===== src/rtl/ces_pkg.sv =====
package ces_pkg;

    typedef enum logic [3:0] {
        S_IDLE,
        S_PREP,
        S_SETUP,
        S_CONFIRM,
        S_PWAIT,
        S_VCMD,
        S_VWAIT,
        S_VREAD,
        S_VCMP,
        S_RESTORE,
        S_DONE,
        S_FAIL
    } ces_state_e;

    localparam logic [7:0] CMD_ERASE   = 8'h20;
    localparam logic [7:0] CMD_VERIFY  = 8'hA0;
    localparam logic [7:0] CMD_READ    = 8'h00;
    localparam logic [7:0] BYTE_ERASED = 8'hFF;

endpackage


===== src/rtl/ces_wait_timer.sv =====
// Down counter for the settle waits; expired is high while the count is zero.
module ces_wait_timer #(
    parameter int CNT_W = 8
) (
    input  logic             clk,
    input  logic             rst_n,
    input  logic             load,
    input  logic [CNT_W-1:0] load_val,
    output logic             expired
);

    logic [CNT_W-1:0] cnt_q;

    always_ff @(posedge clk) begin
        if (!rst_n) begin
            cnt_q <= '0;
        end else if (load) begin
            cnt_q <= load_val;
        end else if (cnt_q != '0) begin
            cnt_q <= cnt_q - 1'b1;
        end
    end

    assign expired = (cnt_q == '0);

endmodule


===== src/rtl/ces_progress.sv =====
// Address under test and run-wide failed-pulse counter.
module ces_progress #(
    parameter int ADDR_W     = 18,
    parameter int MAX_PULSES = 3000
) (
    input  logic              clk,
    input  logic              rst_n,
    input  logic              clear,
    input  logic              addr_next,
    input  logic              pulse_fail,
    output logic [ADDR_W-1:0] addr,
    output logic              addr_last,
    output logic              fail_last
);

    localparam int PC_W = $clog2(MAX_PULSES + 1);
    localparam logic [PC_W-1:0] FAIL_LIMIT_M1 = PC_W'(MAX_PULSES - 1);

    logic [ADDR_W-1:0] addr_q;
    logic [PC_W-1:0]   fails_q;

    always_ff @(posedge clk) begin
        if (!rst_n) begin
            addr_q <= '0;
        end else if (clear) begin
            addr_q <= '0;
        end else if (addr_next) begin
            addr_q <= addr_q + 1'b1;
        end
    end

    always_ff @(posedge clk) begin
        if (!rst_n) begin
            fails_q <= '0;
        end else if (clear) begin
            fails_q <= '0;
        end else if (pulse_fail) begin
            fails_q <= fails_q + 1'b1;
        end
    end

    assign addr      = addr_q;
    assign addr_last = (addr_q == {ADDR_W{1'b1}});
    assign fail_last = (fails_q == FAIL_LIMIT_M1);

endmodule


===== src/rtl/ces_fsm.sv =====
module ces_fsm
    import ces_pkg::*;
#(
    parameter int PULSE_WAIT  = 2000000,
    parameter int VERIFY_WAIT = 1200,
    parameter int CNT_W       = 21
) (
    input  logic             clk,
    input  logic             rst_n,
    input  logic             start,
    input  logic             pre_ack,
    input  logic             timer_expired,
    input  logic             byte_erased,
    input  logic             addr_last,
    input  logic             fail_last,
    output logic             timer_load,
    output logic [CNT_W-1:0] timer_val,
    output logic             prog_clear,
    output logic             addr_next,
    output logic             pulse_fail,
    output logic             pre_req,
    output logic             bus_we,
    output logic             bus_re,
    output logic [7:0]       bus_wdata,
    output logic             done,
    output logic             error
);

    localparam logic [CNT_W-1:0] PW_LOAD = CNT_W'(PULSE_WAIT - 1);
    localparam logic [CNT_W-1:0] VW_LOAD = CNT_W'(VERIFY_WAIT - 1);

    ces_state_e state_q, state_d;

    // State register
    always_ff @(posedge clk) begin
        if (!rst_n) begin
            state_q <= S_IDLE;
        end else begin
            state_q <= state_d;
        end
    end

    // Next state and datapath strobes
    always_comb begin
        state_d    = state_q;
        timer_load = 1'b0;
        timer_val  = PW_LOAD;
        prog_clear = 1'b0;
        addr_next  = 1'b0;
        pulse_fail = 1'b0;
        unique case (state_q)
            S_IDLE, S_DONE, S_FAIL: begin
                if (start) state_d = S_PREP;
            end
            S_PREP: begin
                if (pre_ack) begin
                    state_d    = S_SETUP;
                    prog_clear = 1'b1;
                end
            end
            S_SETUP: state_d = S_CONFIRM;
            S_CONFIRM: begin
                state_d    = S_PWAIT;
                timer_load = 1'b1;
                timer_val  = PW_LOAD;
            end
            S_PWAIT: begin
                if (timer_expired) state_d = S_VCMD;
            end
            S_VCMD: begin
                state_d    = S_VWAIT;
                timer_load = 1'b1;
                timer_val  = VW_LOAD;
            end
            S_VWAIT: begin
                if (timer_expired) state_d = S_VREAD;
            end
            S_VREAD: state_d = S_VCMP;
            S_VCMP: begin
                if (byte_erased) begin
                    if (addr_last) begin
                        state_d = S_RESTORE;
                    end else begin
                        state_d   = S_VCMD;
                        addr_next = 1'b1;
                    end
                end else if (fail_last) begin
                    state_d = S_FAIL;
                end else begin
                    state_d    = S_SETUP;
                    pulse_fail = 1'b1;
                end
            end
            S_RESTORE: state_d = S_DONE;
            default:   state_d = S_IDLE;
        endcase
    end

    // Outputs decoded from the state
    always_comb begin
        pre_req   = 1'b0;
        bus_we    = 1'b0;
        bus_re    = 1'b0;
        bus_wdata = CMD_READ;
        done      = 1'b0;
        error     = 1'b0;
        unique case (state_q)
            S_PREP: pre_req = 1'b1;
            S_SETUP, S_CONFIRM: begin
                bus_we    = 1'b1;
                bus_wdata = CMD_ERASE;
            end
            S_VCMD: begin
                bus_we    = 1'b1;
                bus_wdata = CMD_VERIFY;
            end
            S_VREAD: bus_re = 1'b1;
            S_RESTORE: begin
                bus_we    = 1'b1;
                bus_wdata = CMD_READ;
            end
            S_DONE: done  = 1'b1;
            S_FAIL: error = 1'b1;
            default: ;
        endcase
    end

endmodule


===== src/rtl/chip_erase_seq.sv =====
module chip_erase_seq
    import ces_pkg::*;
#(
    parameter int ADDR_W      = 18,
    parameter int PULSE_WAIT  = 2000000,
    parameter int VERIFY_WAIT = 1200,
    parameter int MAX_PULSES  = 3000
) (
    input  logic              clk,
    input  logic              rst_n,
    input  logic              start,
    output logic              pre_req,
    input  logic              pre_ack,
    output logic              bus_we,
    output logic              bus_re,
    output logic [ADDR_W-1:0] bus_addr,
    output logic [7:0]        bus_wdata,
    input  logic [7:0]        bus_rdata,
    output logic              done,
    output logic              error
);

    localparam int WAIT_MAX = (PULSE_WAIT > VERIFY_WAIT) ? PULSE_WAIT : VERIFY_WAIT;
    localparam int CNT_W    = $clog2(WAIT_MAX + 1);

    logic             timer_load;
    logic [CNT_W-1:0] timer_val;
    logic             timer_expired;
    logic             prog_clear;
    logic             addr_next;
    logic             pulse_fail;
    logic             addr_last;
    logic             fail_last;
    logic             byte_erased;

    assign byte_erased = (bus_rdata == BYTE_ERASED);

    ces_fsm #(
        .PULSE_WAIT (PULSE_WAIT),
        .VERIFY_WAIT(VERIFY_WAIT),
        .CNT_W      (CNT_W)
    ) u_fsm (
        .clk          (clk),
        .rst_n        (rst_n),
        .start        (start),
        .pre_ack      (pre_ack),
        .timer_expired(timer_expired),
        .byte_erased  (byte_erased),
        .addr_last    (addr_last),
        .fail_last    (fail_last),
        .timer_load   (timer_load),
        .timer_val    (timer_val),
        .prog_clear   (prog_clear),
        .addr_next    (addr_next),
        .pulse_fail   (pulse_fail),
        .pre_req      (pre_req),
        .bus_we       (bus_we),
        .bus_re       (bus_re),
        .bus_wdata    (bus_wdata),
        .done         (done),
        .error        (error)
    );

    ces_wait_timer #(
        .CNT_W(CNT_W)
    ) u_timer (
        .clk     (clk),
        .rst_n   (rst_n),
        .load    (timer_load),
        .load_val(timer_val),
        .expired (timer_expired)
    );

    ces_progress #(
        .ADDR_W    (ADDR_W),
        .MAX_PULSES(MAX_PULSES)
    ) u_progress (
        .clk       (clk),
        .rst_n     (rst_n),
        .clear     (prog_clear),
        .addr_next (addr_next),
        .pulse_fail(pulse_fail),
        .addr      (bus_addr),
        .addr_last (addr_last),
        .fail_last (fail_last)
    );

endmodule


===== config.mk =====
export PLATFORM = sky130hd
export DESIGN_NAME = chip_erase_seq
export DESIGN_NICKNAME = d
export VERILOG_FILES = /design/src/rtl/ces_pkg.sv /design/src/rtl/ces_wait_timer.sv /design/src/rtl/ces_progress.sv /design/src/rtl/ces_fsm.sv /design/src/rtl/chip_erase_seq.sv
export SDC_FILE = /design/constraint.sdc
export NUM_CORES = 1
export LEC_CHECK = 0
export BUFFER_PORTS_ARGS = -buffer_cell sky130_fd_sc_hd__buf_2
export CORE_UTILIZATION = 55
export DETAILED_ROUTE_END_ITERATION = 12
export PLACE_DENSITY = 0.81
export SYNTH_ARGS = -nofsm -noshare
export SYNTH_HDL_FRONTEND = slang
export SYNTH_SLANG_ARGS = --single-unit

===== constraint.sdc =====
create_clock -name clk -period 7.4 [get_ports clk]
set_clock_uncertainty 0.15 [all_clocks]
set_input_delay 1.48 -clock clk [delete_from_list [all_inputs] [get_ports clk]]
set_output_delay 1.48 -clock clk [all_outputs]
set_load 0.005 [all_outputs]

==> impl_metrics.env <==
export IMPL_power_leakage_nw=1.25
export IMPL_crit_path_end_kind="output pin"
export IMPL_cp_arrival_ps=1770
export IMPL_ys_flop_type="dfxtp_1"
export IMPL_layout_drive_gt1_share_pct=16.0
export IMPL_num_io_pins=43
export IMPL_drc=0
export IMPL_via_per_inst=5.91
export IMPL_cp_endpoint="bus_wdata[7]"
export IMPL_nets=422
export IMPL_layout_common_cells="55 x dfxtp_1, 47 x nor2_1, 36 x buf_2, 32 x nand2_1, 27 x a21oi_1"
export IMPL_max_freq_mhz=294
export IMPL_setup_worst_path_start_class="register"
export IMPL_worst_pin_slew_ps=948
export IMPL_dp_hpwl_um=4950
export IMPL_cts_hold_buffers=0
export IMPL_layout_commonest_cell="dfxtp_1"
export IMPL_fillers=480
export IMPL_ys_seq_area_share_pct=35.6
export IMPL_core_um2=5270
export IMPL_grt_ovfl_total=0
export IMPL_finalHoldViolCount=0
export IMPL_antenna_found_initial=0
export IMPL_ctsResizeCount=0
export IMPL_root_buffer="clkbuf_8"
export IMPL_gp_congestion=0.858
export IMPL_async_flop_share_pct=0
export IMPL_synth_top_area_share_pct=35.6
export IMPL_p_per_area_nw_per_um2=312
export IMPL_hold_ws_ps=374
export IMPL_use_met1_pct=33.6
export IMPL_drt_pre_antenna_iters=6
export IMPL_drt_iter0_drc=217
export IMPL_synthCells=380
export IMPL_clk_pin_slew_ps=100
export IMPL_die_y_um=76.9
export IMPL_final_max_slew_viol_count=0
export IMPL_yosysWarnings=0
export IMPL_use_met2_pct=37.9
export IMPL_busiest_layer="met2"
export IMPL_antenna_left=0
export IMPL_timing_final_crit_period_ps=3400
export IMPL_synthTopCellsByArea="dfxtp_1 36%, xnor2_1 6.8%, nor2_1 5.7%"
export IMPL_h_tree_depth=2
export IMPL_diodes=0
export IMPL_vdd_drop_max_mv=0.229
export IMPL_rsz0062_at_grt="no"
export IMPL_reg2reg_to="u_timer.cnt_q[16]"
export IMPL_holdCritPathClass="reg2reg"
export IMPL_portBuffers=36
export IMPL_clock_sinks=55
export IMPL_die_w_um=76.9
export IMPL_setup_violations_final=0
export IMPL_synth_cell_types=60
export IMPL_avgSynthCellArea_um2=8.13
export IMPL_period_share_pct=45.9
export IMPL_synth_area_um2=3090
export IMPL_num_vias=2819
export IMPL_synth_seq_cells=55
export IMPL_area_growth_pct=8.34
export IMPL_avgRoutedWirePerCell_um=14.4
export IMPL_fp_dieArea_um2=5920
export IMPL_critPathLaunch="u_fsm.state_q[2]"
export IMPL_use_met3_pct=4.76
export IMPL_outcome="complete, no violations"
export IMPL_grt_max_degree=31
export IMPL_yosysTopAreaCell="dfxtp_1"
export IMPL_r2r_start="u_timer.cnt_q[0]"
export IMPL_drt_wl_total_um=6880
export IMPL_maxCapViolations=0
export IMPL_first_global_vias=2487
export IMPL_rows=26
export IMPL_grt_pass1_wl_um=11600
export IMPL_cts_setup_buffers=0
export IMPL_worstPathRequired_ps=5770
export IMPL_grt_total_usage_pct=24.3
export IMPL_tritoncts="built"
export IMPL_clock_path_buffers=2
export IMPL_initial_utilization_pct=58.6
export IMPL_reg2reg_slack_ps=4600
export IMPL_slew_headroom_pct=36.2
export IMPL_cts_made_buffers=5
export IMPL_worstSkewPairLatency_ps=320
export IMPL_fin_setup_tns_ps=0
export IMPL_synth_edf_count=0
export IMPL_r2r_cells=7
export IMPL_worst_setup_path_type="reg2out"
export IMPL_critPathMaxFanout=15
[flip-flops by register name (all words and copies together) (netlist names)]
signal and flops:
u_timer.cnt_q 21, u_progress.addr 18, u_progress.fails_q 12, u_fsm.state_q 4
[synth_stat cells, drive strengths merged (2+ instances only)]
master   count
mux2i        2
ha           4
a21oi       28
nor3        12
or4          5
buf         11
nor4        10
o2111ai      3
xnor2       24
nand3       16
and3         5
nand4        9
inv          8
o21ai       16
a211oi       7
nor3b        5
nor2        47
o21a         4
o211ai       3
or3          8
nor4b        2
xor2         8
nor2b        5
and4         4
o31a         3
a31o         3
dfxtp       55
nand2       32
nand2b       2
or2          6
clkbuf      11
[power breakdown]
group / internal, mW / switching [mW]
combinational: 0.197 / 0.266
sequential: 0.352 / 0.0623
clock: 0.0665 / 0.101
total: 0.615 / 0.429
[final cells by class]
cell class | instances | area, um^2 | share of cell area [%]
inverter | 8 | 30.0 | 0.897
sequential | 55 | 1100 | 32.9
clock inverter | 2 | 12.5 | 0.374
timing repair buffer | 36 | 180 | 5.38
clock buffer | 6 | 72.6 | 2.17
tap | 70 | 87.6 | 2.62
multi-input combinational | 300 | 1860 | 55.7
[metrics by stage]
step                      total power [mW]  instances  setup slack, ps  instance area [um^2]  util [%]
after floorplan                      0.788        385             4430                  3110         -
after global placement               0.862        469             4000                  3260      61.9
after detailed placement             0.875        469             3930                  3260      61.9
after CTS                             1.04        477             3990                  3350      63.5
after global routing                  1.13        477             3850                  3350      63.5
final                                 1.04        477             4000                  3350      63.5
[worst max-delay path: stages, from the launching register on]
cell and delay [ps]:
dfxtp_1 650, nand2_1 110, or3_1 440, inv_1 120
buf_2 130
[worst min-delay path by stage]
stage | startpoint | end | slack, ps | depth (start not counted)
4_1_cts | u_progress.addr[11] | u_progress.addr[11] | 370 | 2
3_5_place_dp | u_progress.fails_q[1] | u_progress.fails_q[1] | 340 | 2
5_1_grt | u_progress.addr[7] | u_progress.addr[7] | 400 | 2
3_3_place_gp | u_progress.fails_q[1] | u_progress.fails_q[1] | 330 | 2
6_report | u_progress.fails_q[1] | u_progress.fails_q[1] | 370 | 2
2_1_floorplan | u_progress.fails_q[1] | u_progress.fails_q[1] | 320 | 2
[per-layer routing]
layer	up-vias	wire length, um
li1	1415	-
met1	1314	3360
met2	81	3120
met3	9	304
met4	0	92
met5	-	0
[cells by family after synthesis]
group	share of synthesized area [%]
AND/OR/NAND/NOR	30.8
AO/OA/AOI/OAI	17.1
flip-flops	35.6
XOR/XNOR	9.07
buffers and inverters	4.66
adder cells (fa/ha/maj)	1.62
multiplexers	1.01
other	0.121
Power figures use the tool's default switching activity.
